===== config.mk =====
export PLATFORM = sky130hd
export DESIGN_NAME = boot_stream_parser
export DESIGN_NICKNAME = d
export VERILOG_FILES = /design/src/rtl/boot_parse_pkg.sv /design/src/rtl/bsp_unit_packer.sv /design/src/rtl/bsp_write_port.sv /design/src/rtl/bsp_sequencer.sv /design/src/rtl/boot_stream_parser.sv
export SDC_FILE = /design/constraint.sdc
export NUM_CORES = 1
export LEC_CHECK = 0
export BUFFER_PORTS_ARGS = -buffer_cell sky130_fd_sc_hd__buf_2
export CAP_MARGIN = 10
export CORE_MARGIN = 2
export CORE_UTILIZATION = 55
export CTS_BUF_LIST = sky130_fd_sc_hd__clkbuf_8 sky130_fd_sc_hd__clkbuf_16
export DETAILED_ROUTE_END_ITERATION = 8
export PLACE_DENSITY_LB_ADDON = 0.15
export SYNTH_ARGS = -nofsm -noshare
export SYNTH_HDL_FRONTEND = slang
export SYNTH_SLANG_ARGS = --single-unit

===== constraint.sdc =====
create_clock -name clk -period 3.4 [get_ports clk]
set_clock_uncertainty 0.1 [all_clocks]
set_input_delay 0.34 -clock clk [delete_from_list [all_inputs] [get_ports clk]]
set_output_delay 0.34 -clock clk [all_outputs]
set_load 0.02 [all_outputs]

===== src/rtl/boot_parse_pkg.sv =====
package boot_parse_pkg;

  localparam int UNIT_W = 16;
  localparam logic [UNIT_W-1:0] KEY_WIDE = 16'h10AA;
  localparam logic [7:0] KEY_NARROW_LO = 8'hAA;
  localparam logic [7:0] KEY_NARROW_HI = 8'h08;

  typedef enum logic [3:0] {
    ST_KEY_A,
    ST_KEY_B,
    ST_SKIP,
    ST_EP_HI,
    ST_EP_LO,
    ST_COUNT,
    ST_DST_HI,
    ST_DST_LO,
    ST_DATA,
    ST_FLUSH,
    ST_FINISHED,
    ST_FAULT
  } parse_state_t;

endpackage


===== src/rtl/bsp_unit_packer.sv =====
module bsp_unit_packer #(
  parameter int DW = 16
) (
  input  logic          clk,
  input  logic          rst,
  input  logic          pack_en,
  input  logic          halt,
  input  logic          in_valid,
  output logic          in_ready,
  input  logic [DW-1:0] in_data,
  output logic          w_valid,
  input  logic          w_ready,
  output logic [DW-1:0] w_data
);
  localparam int HW = DW / 2;

  logic          second_half;
  logic [HW-1:0] low_part;

  always_comb begin
    w_valid  = 1'b0;
    w_data   = in_data;
    in_ready = 1'b0;
    if (!halt) begin
      if (!pack_en) begin
        w_valid  = in_valid;
        in_ready = w_ready;
      end else if (!second_half) begin
        in_ready = 1'b1;
      end else begin
        w_valid  = in_valid;
        w_data   = {in_data[HW-1:0], low_part};
        in_ready = w_ready;
      end
    end
  end

  always_ff @(posedge clk) begin
    if (rst) begin
      second_half <= 1'b0;
      low_part    <= '0;
    end else if (pack_en && in_valid && in_ready) begin
      second_half <= ~second_half;
      if (!second_half) low_part <= in_data[HW-1:0];
    end
  end

endmodule


===== src/rtl/bsp_write_port.sv =====
module bsp_write_port #(
  parameter int DW = 16,
  parameter int AW = 32
) (
  input  logic          clk,
  input  logic          rst,
  input  logic          req_valid,
  output logic          req_ready,
  input  logic [AW-1:0] req_addr,
  input  logic [DW-1:0] req_data,
  output logic          busy,
  output logic          mem_wr,
  input  logic          mem_ready,
  output logic [AW-1:0] mem_addr,
  output logic [DW-1:0] mem_data
);

  assign req_ready = !mem_wr || mem_ready;
  assign busy      = mem_wr;

  always_ff @(posedge clk) begin
    if (rst) begin
      mem_wr   <= 1'b0;
      mem_addr <= '0;
      mem_data <= '0;
    end else if (req_ready) begin
      mem_wr <= req_valid;
      if (req_valid) begin
        mem_addr <= req_addr;
        mem_data <= req_data;
      end
    end
  end

endmodule


===== src/rtl/bsp_sequencer.sv =====
module bsp_sequencer
  import boot_parse_pkg::*;
#(
  parameter int DW        = 16,
  parameter int SKIP_WORDS = 8
) (
  input  logic            clk,
  input  logic            rst,
  input  logic            w_valid,
  output logic            w_ready,
  input  logic [DW-1:0]   w_data,
  output logic            pack_en,
  output logic            halt,
  output logic            wr_valid,
  input  logic            wr_ready,
  output logic [2*DW-1:0] wr_addr,
  output logic [DW-1:0]   wr_data,
  input  logic            wr_busy,
  output logic            done,
  output logic            fmt_err,
  output logic [2*DW-1:0] entry_point
);
  localparam int AW = 2 * DW;
  localparam logic [DW-1:0] SKIP_LAST = DW'(1);
  localparam logic [DW-1:0] SKIP_INIT = DW'(SKIP_WORDS);

  parse_state_t  state;
  logic          byte_mode;
  logic [DW-1:0] remain;
  logic [AW-1:0] cur_addr;
  logic          take;

  assign pack_en  = byte_mode;
  assign halt     = (state == ST_FLUSH) || (state == ST_FINISHED) || (state == ST_FAULT);
  assign wr_valid = (state == ST_DATA) && w_valid;
  assign wr_addr  = cur_addr;
  assign wr_data  = w_data;
  assign take     = w_valid && w_ready;

  always_comb begin
    case (state)
      ST_KEY_A, ST_KEY_B, ST_SKIP, ST_EP_HI, ST_EP_LO,
      ST_COUNT, ST_DST_HI, ST_DST_LO: w_ready = 1'b1;
      ST_DATA:                        w_ready = wr_ready;
      default:                        w_ready = 1'b0;
    endcase
  end

  always_ff @(posedge clk) begin
    if (rst) begin
      state       <= ST_KEY_A;
      byte_mode   <= 1'b0;
      remain      <= '0;
      cur_addr    <= '0;
      entry_point <= '0;
      done        <= 1'b0;
      fmt_err     <= 1'b0;
    end else begin
      done <= 1'b0;
      case (state)
        ST_KEY_A: if (take) begin
          if (w_data == KEY_WIDE) begin
            byte_mode <= 1'b0;
            remain    <= SKIP_INIT;
            state     <= ST_SKIP;
          end else if (w_data[7:0] == KEY_NARROW_LO) begin
            state <= ST_KEY_B;
          end else begin
            fmt_err <= 1'b1;
            state   <= ST_FAULT;
          end
        end
        ST_KEY_B: if (take) begin
          if (w_data[7:0] == KEY_NARROW_HI) begin
            byte_mode <= 1'b1;
            remain    <= SKIP_INIT;
            state     <= ST_SKIP;
          end else begin
            fmt_err <= 1'b1;
            state   <= ST_FAULT;
          end
        end
        ST_SKIP: if (take) begin
          remain <= remain - 1'b1;
          if (remain == SKIP_LAST) state <= ST_EP_HI;
        end
        ST_EP_HI: if (take) begin
          entry_point[AW-1:DW] <= w_data;
          state                <= ST_EP_LO;
        end
        ST_EP_LO: if (take) begin
          entry_point[DW-1:0] <= w_data;
          state               <= ST_COUNT;
        end
        ST_COUNT: if (take) begin
          if (w_data == '0) begin
            state <= ST_FLUSH;
          end else begin
            remain <= w_data;
            state  <= ST_DST_HI;
          end
        end
        ST_DST_HI: if (take) begin
          cur_addr[AW-1:DW] <= w_data;
          state             <= ST_DST_LO;
        end
        ST_DST_LO: if (take) begin
          cur_addr[DW-1:0] <= w_data;
          state            <= ST_DATA;
        end
        ST_DATA: if (take) begin
          cur_addr <= cur_addr + 1'b1;
          remain   <= remain - 1'b1;
          if (remain == SKIP_LAST) state <= ST_COUNT;
        end
        ST_FLUSH: if (!wr_busy) begin
          done  <= 1'b1;
          state <= ST_FINISHED;
        end
        ST_FINISHED: state <= ST_FINISHED;
        default:     state <= ST_FAULT;
      endcase
    end
  end

endmodule


===== src/rtl/boot_stream_parser.sv =====
module boot_stream_parser #(
  parameter int DW         = 16,
  parameter int SKIP_WORDS = 8
) (
  input  logic            clk,
  input  logic            rst,
  input  logic            in_valid,
  output logic            in_ready,
  input  logic [DW-1:0]   in_data,
  output logic            mem_wr,
  input  logic            mem_ready,
  output logic [2*DW-1:0] mem_addr,
  output logic [DW-1:0]   mem_data,
  output logic            done,
  output logic            fmt_err,
  output logic [2*DW-1:0] entry_point
);
  localparam int AW = 2 * DW;

  logic          w_valid, w_ready, pack_en, halt;
  logic [DW-1:0] w_data;
  logic          wr_valid, wr_ready, wr_busy;
  logic [AW-1:0] wr_addr;
  logic [DW-1:0] wr_data;

  bsp_unit_packer #(.DW(DW)) u_packer (
    .clk(clk), .rst(rst), .pack_en(pack_en), .halt(halt),
    .in_valid(in_valid), .in_ready(in_ready), .in_data(in_data),
    .w_valid(w_valid), .w_ready(w_ready), .w_data(w_data)
  );

  bsp_sequencer #(.DW(DW), .SKIP_WORDS(SKIP_WORDS)) u_seq (
    .clk(clk), .rst(rst),
    .w_valid(w_valid), .w_ready(w_ready), .w_data(w_data),
    .pack_en(pack_en), .halt(halt),
    .wr_valid(wr_valid), .wr_ready(wr_ready), .wr_addr(wr_addr), .wr_data(wr_data),
    .wr_busy(wr_busy), .done(done), .fmt_err(fmt_err), .entry_point(entry_point)
  );

  bsp_write_port #(.DW(DW), .AW(AW)) u_wport (
    .clk(clk), .rst(rst),
    .req_valid(wr_valid), .req_ready(wr_ready), .req_addr(wr_addr), .req_data(wr_data),
    .busy(wr_busy), .mem_wr(mem_wr), .mem_ready(mem_ready),
    .mem_addr(mem_addr), .mem_data(mem_data)
  );

endmodule


==> results.yml, run 1 <==
outcome:
  outcome: "finished clean"
final_layout:
  nets: 996
  utilization_pct: 67.0
  diodes: 0
  areaGrowthSynthToFinish_pct: 18.8
  final_area_um2: 8450
  drive_above_1_share_pct: 22.4
  n_fill_cell: 1074
synth:
  synth-edff-count: 0
  syn_inst: 884
  synth_area_leader_cell: "dfxtp_1"
  synth_top_area_share_pct: 40.8
  ys_warn_count: 0
  synth_area_um2: 7120
  ys_top_cells_by_area: "dfxtp_1 (41%), a21oi_1 (6.8%), nand2_1 (6.4%)"
  postSynth.asyncResetShare_pct: 0
  yosys_most_used_dff: "dfxtp_1"
  synth_nets: 907
  ys_ff_latch: 145
  yosysUniqueCellTypes: 71
  avgSynthCellArea_um2: 8.05
  yosysSeqAreaShare_pct: 40.8
sta:
  fin_crit_sh_pct: 84.9
  finalSetupViolCount: 0
  slew_viol_final: 0
  finalSetupTns_ns: 0
  holdWs_ns: 0.127
  setup_slack_ns: 0.513
  period_minus_slack_ns: 2.89
  hold_violations: 0
  max_freq_ghz: 0.346
  slew_headroom_pct: 36.6
  rsz0062_at_grt: "no"
  tightest_slew_ns: 0.943
global_route:
  use_met3_pct: 6.44
  grt_pass1_wl_mm: 31.8
  grt_pass1_vias: 6142
  antenna_found_initial: 0
  met2_usage_pct: 41.1
  grt-ovfl-total: 0
  grt_max_degree: 87
  grt_use_total_pct: 28.2
  grt_busiest_layer: "met2"
  met1_usage_pct: 40.3
clock_network:
  cts_resized: 0
  cts_hold_buffers: 0
  clockBufferDepth: 2
  path_clk_slew_ns: 0.06
  postCtsSetupBuffers: 0
  clk_root_buffer_cell: "clkbuf_16"
  cts_max_level: 4
  clock_latency_ns: 0.42
  cts_sinks: 145
  cts_tree: "done"
  cts_buffers: 17
setup_path:
  endpoint_kind: "register"
  crit_type: "register to register"
  slowest_stage: "a21o_1"
  cp.required_ns: 3.66
  timing.critical_path.arrival_ns: 3.14
  worstPathCellList: "o21ba_2 -> a21oi_2 -> buf_4 -> mux2i_1 -> o211a_1 -> a21o_1 -> o21ai_0 -> a21oi_1"
  cpPeakStageDelay_ns: 0.56
  path_max_fanout: 19
  startpoint_type: "register"
routing:
  drtIter0Drc: 736
  via_per_inst: 5.98
  detail_route.wl_per_cell_um: 17.1
  drtAntennaViolNets: 0
  num_vias: 6929
  drc_errors: 0
  wirelength_mm: 19.7
  dr.pass1.iters: 5
place:
  io_buffer_count: 103
  place_area_um2: 7830
  dp_slack_ns: 0.597
  place_hpwl_mm: 12.8
  gp_congestion: 0.916
die:
  core_area_um2: 12600
  die_area_um2: 13900
  die_width_um: 118
  initial_core_util_pct: 56.4
  ioPinCount: 104
  die_h_um: 118
  rows: 41
worst_hold_path:
  min_path_type: "input pin to register"
pwr:
  power_density_nw_per_um2: 742
  peakVddDrop_uv: 398
  p_leak_uw: 0.00319
flow_run:
  maxCapViolations: 0
==> logic make-up (layout without fill, tap and decap cells) <==
group           after synthesis  count (layout)  share of synthesized area (%)
mux                          29              29                           4.29
flops                       145             145                           40.8
simple gates                361             361                           23.9
buf+inv                      79             181                           5.24
compound gates              260             260                           24.4
fa+ha+maj                     3               3                          0.528
xor+xnor                      7               7                          0.862
==> registers in the layout (all words and copies together), names as in the netlist, 4 cells and up <==
register,flops
u_wport.mem_addr,32
u_seq.state,4
u_packer.low_part,8
u_seq.remain,16
u_wport.mem_data,16
u_seq.entry_point,32
u_seq.wr_addr,32
==> path summary, 6_finish.rpt <==
check	slack [ns]	to	cells after the start	from
hold reg to reg	0.35	u_wport.mem_addr[14]	2	u_wport.mem_addr[14]
setup / recovery	0.51	u_seq.state[3]	8	u_seq.state[0]
setup reg to reg	0.51	u_seq.state[3]	8	u_seq.state[0]
hold / removal	0.13	u_packer.low_part[2]	3	in_data[2]
==> worst max-delay path, delay by kind of cell (launching register included) <==
kind                   cells  cell delay (ns)
AO/OA/AOI/OAI              6             1.75
buffers and inverters      1             0.37
multiplexers               1             0.28
flip-flops                 1             0.31
==> cells in the mapped netlist, types with 3 or more instances <==
| master | n |
|---|---|
| dfxtp_1 | 145 |
| nand2_1 | 122 |
| a21oi_1 | 96 |
| nor2_1 | 89 |
| clkbuf_1 | 49 |
| nor3_1 | 45 |
| o21ai_0 | 42 |
| a211oi_1 | 40 |
| mux2i_1 | 26 |
| nand3_1 | 26 |
| nor4_1 | 16 |
| a211oi_2 | 14 |
| nor2_2 | 14 |
| o22ai_1 | 14 |
| inv_1 | 12 |
| o31ai_1 | 10 |
| buf_2 | 7 |
| nand4_1 | 7 |
| or3_1 | 6 |
| a31oi_1 | 5 |
| buf_4 | 5 |
| nor2b_1 | 5 |
| or4_1 | 5 |
| xnor2_1 | 5 |
| a21o_1 | 4 |
| and3_1 | 4 |
| o32ai_1 | 4 |
| a22oi_1 | 3 |
| a311oi_1 | 3 |
| and4_1 | 3 |
| ha_1 | 3 |
| nand3b_1 | 3 |
| o211ai_1 | 3 |
==> power breakdown <==
group / total [uW] / internal (uW) / leakage [uW] / switching [uW]
Combinational: 2230 / 811 / 0.00170 / 1420
Sequential: 2070 / 1900 / 0.00117 / 174
Clock: 1970 / 1220 / 0.000315 / 741
Total: 6270 / 3930 / 0.00319 / 2340
==> layout by cell type (no fill, tap or decap), drive strengths merged, types with 5 or more instances in the layout <==
master  Yosys  final
a211oi     55     55
a21oi      99     99
a31oi       5      5
buf        17    137
clkbuf     50     17
clkinv      0      6
dfxtp     145    145
inv        12     17
mux2i      26     26
nand2     122    122
nand3      26     26
nand4       7      7
nor2      103    103
nor2b       5      5
nor3       45     45
nor4       19     19
o21ai      42     42
o22ai      15     15
o31ai      11     11
or3         6      6
or4         5      5
xnor2       5      5
==> cell type report <==
class | count | area (um^2) | area share [%]
timing repair buffer | 137 | 811 | 9.59
inverter | 12 | 45.0 | 0.533
tap | 172 | 215 | 2.55
clock inverter | 15 | 194 | 2.29
multi-input combinational | 660 | 3860 | 45.7
clock buffer | 17 | 425 | 5.03
sequential | 145 | 2900 | 34.3
==> metal layers <==
layer | part of all wire, % | routed length [um]
met1 | 46 | 9100
met5 | 0 | 0
met2 | 44 | 8610
met4 | 2.6 | 516
met3 | 7.7 | 1520
==> metrics by stage <==
step           total power [uW]  cells
2_1_floorplan              3820    884
3_3_place_gp               4270   1126
3_5_place_dp               4280   1126
4_1_cts                    6250   1158
5_1_grt                    6600   1158
6_report                   6270   1158
Note: power is estimated with default switching activity, not from simulation.
==> run 2: changes to the inputs <==
--- a/config.mk
+++ b/config.mk
@@ -8,7 +8,7 @@
 export BUFFER_PORTS_ARGS = -buffer_cell sky130_fd_sc_hd__buf_2
 export CAP_MARGIN = 10
 export CORE_MARGIN = 2
-export CORE_UTILIZATION = 55
+export CORE_UTILIZATION = 52
 export CTS_BUF_LIST = sky130_fd_sc_hd__clkbuf_8 sky130_fd_sc_hd__clkbuf_16
 export DETAILED_ROUTE_END_ITERATION = 8
 export PLACE_DENSITY_LB_ADDON = 0.15
==> constraint.sdc (replaced) <==
create_clock -name clk -period 2.4 [get_ports clk]
set_clock_uncertainty 0.1 [all_clocks]
set_input_delay 0.24 -clock clk [delete_from_list [all_inputs] [get_ports clk]]
set_output_delay 0.24 -clock clk [all_outputs]
set_load 0.02 [all_outputs]
==> run 2 against run 1 <==
Effect of this change:
- sequential share of layout area fell by 3.5 points
- worst setup slack got worse by 0.64 ns
- global-route usage up 2.1 points
- the flow now finishes with violations (setup timing)
- first-iteration DRC count is 6.7% higher
- largest cell class unchanged
==> results.yml, run 2 (same netlist as run 1, synthesis figures left out) <==
sta:
  period_minus_slack_ns: 2.53
  max_freq_ghz: 0.396
  setup_slack_ns: -0.126
  slew_viol_final: 0
  slew_headroom_pct: 59.5
  hold_violations: 0
  holdWs_ns: 0.00501
  finalSetupViolCount: 18
  tightest_slew_ns: 0.606
  rsz0062_at_grt: "yes"
  fin_crit_sh_pct: 105
clock_network:
  cts_max_level: 4
  path_clk_slew_ns: 0.06
  cts_tree: "done"
  clk_root_buffer_cell: "clkbuf_16"
  cts_sinks: 145
  clockBufferDepth: 2
  cts_buffers: 17
  clock_latency_ns: 0.43
pwr:
  p_leak_uw: 0.00367
  power_density_nw_per_um2: 1040
  peakVddDrop_uv: 786
setup_path:
  startpoint_type: "register"
  worstPathCellList: "o21ba_4 -> a21oi_4 -> buf_6 -> mux2i_4 -> and2b_2 -> buf_4 -> nor4_1 -> o32a_1 -> a211oi_1"
  endpoint: "u_seq.state[1]"
  reg2reg_slack_ns: -0.13
  timing.critical_path.arrival_ns: 2.71
  endpoint_kind: "register"
  crit_start: "u_seq.state[1]"
  slowest_stage: "nor4_1"
  rr_worst_depth: 9
  r2r-start: "u_seq.state[1]"
  crit_type: "register to register"
  path_max_fanout: 6
  cpPeakStageDelay_ns: 0.35
  reg2reg_to: "u_seq.state[1]"
  cp.required_ns: 2.58
outcome:
  outcome: "finished with violations"
  violations: "setup timing"
place:
  dp_slack_ns: -0.112
  place_area_um2: 8380
  io_buffer_count: 103
  gp_congestion: 0.912
  place_hpwl_mm: 13.8
final_layout:
  regArea_um2: 2910
  utilization_pct: 70.9
  areaGrowthSynthToFinish_pct: 32.6
  final_cell_mix: "dfxtp_1 (139), nand2_1 (122), buf_2 (102), a21oi_1 (92), buf_4 (87)"
  multi_input_area_um2: 4110
  final_common_cell: "dfxtp_1"
  diodes: 0
  final_area_um2: 9430
  n_fill_cell: 1061
  nets: 1068
  drive_above_1_share_pct: 31.4
die:
  core_area_um2: 13300
  die_area_um2: 14600
  ioPinCount: 104
  die_h_um: 121
  rows: 42
  initial_core_util_pct: 53.5
  die_width_um: 121
routing:
  dr.pass1.iters: 5
  drc_errors: 0
  wirelength_mm: 22.4
  num_vias: 7456
  detail_route.wl_per_cell_um: 18.2
  via_per_inst: 6.04
  drtAntennaViolNets: 0
  drtIter0Drc: 785
global_route:
  grt_use_total_pct: 30.2
  grt-ovfl-total: 0
  antenna_found_initial: 0
  grt_pass1_wl_mm: 34.6
  grt_max_degree: 101
  grt_pass1_vias: 6552
worst_hold_path:
  min_path_type: "input pin to register"
  worstHoldStart: "in_data[6]"
flow_run:
  maxCapViolations: 0
[run 2: cell types whose count changed in the layout (fill, tap and decap cells not counted), sizes merged]
| cell | change |
|---|---|
| clkinvlp | +2 |
| buf | +69 |
| clkinv | -3 |
| inv | +1 |
| clkbuf | +4 |
| bufinv | -1 |
[run 2: how the worst min path moves through the flow]
stage | endpoint | slack [ns] | cells after the start
after CTS | u_packer.low_part[6] | 0.003 | 3
after global routing | u_packer.low_part[1] | 0.04 | 3
after floorplan | u_packer.low_part[0] | 0.28 | 2
after detailed placement | u_wport.mem_addr[4] | 0.34 | 2
final | u_packer.low_part[6] | 0.005 | 3
after global placement | u_wport.mem_addr[15] | 0.34 | 2
[run 2: layout make-up]
| class | count | share of cell area [%] |
|---|---|---|
| clock buffer | 18 | 4.66 |
| multi-input combinational | 660 | 43.6 |
| clock inverter | 14 | 1.72 |
| tap | 176 | 2.33 |
| inverter | 12 | 0.478 |
| sequential | 145 | 30.9 |
| timing repair buffer | 209 | 16.4 |
[run 2: per-stage QoR]
stage / setup TNS [ns] / instances / total power, uW
finish: -0.809 / 1234 / 9850
global route: -2.15 / 1234 / 10300
CTS: -0.0680 / 1221 / 9380
detailed placement: -1.76 / 1186 / 6570
global placement: -0.162 / 1186 / 6550
floorplan: 0 / 884 / 5470
[run 2: worst max-delay path: cells and delay by family (launching register included)]
family                 cells  cell delay (ns)
AO/OA/AOI/OAI              4             0.81
AND/OR/NAND/NOR            2             0.63
flip-flops                 1             0.33
buffers and inverters      2             0.30
multiplexers               1             0.21
[run 2: what timing repair did]
| item | in CTS | in global routing |
|---|---|---|
| setup endpoints to repair | 33 | 44 |
| gates cloned | 1 | 3 |
| buffers inserted | 2 | 10 |
| pin swaps | 4 | 10 |
| resized for setup | 2 | 47 |
| hold buffers | 0 | 0 |
| endpoints found under the hold margin | 0 | 0 |
[run 2: layer usage]
metal | up-vias | routed length, um | global-route usage, %
met2 | 395 | 9840 | 44.8
met3 | 64 | 2000 | 7.52
met5 | - | 0 | 0
li1 | 3527 | - | -
met1 | 3470 | 9750 | 41.9
met4 | 0 | 814 | 12.5
[run 2: where the power goes]
| group | internal [uW] | switching, uW |
|---|---|---|
| Clock | 1660 | 1080 |
| Combinational | 1760 | 2440 |
| Sequential | 2690 | 218 |
| Total | 6110 | 3740 |
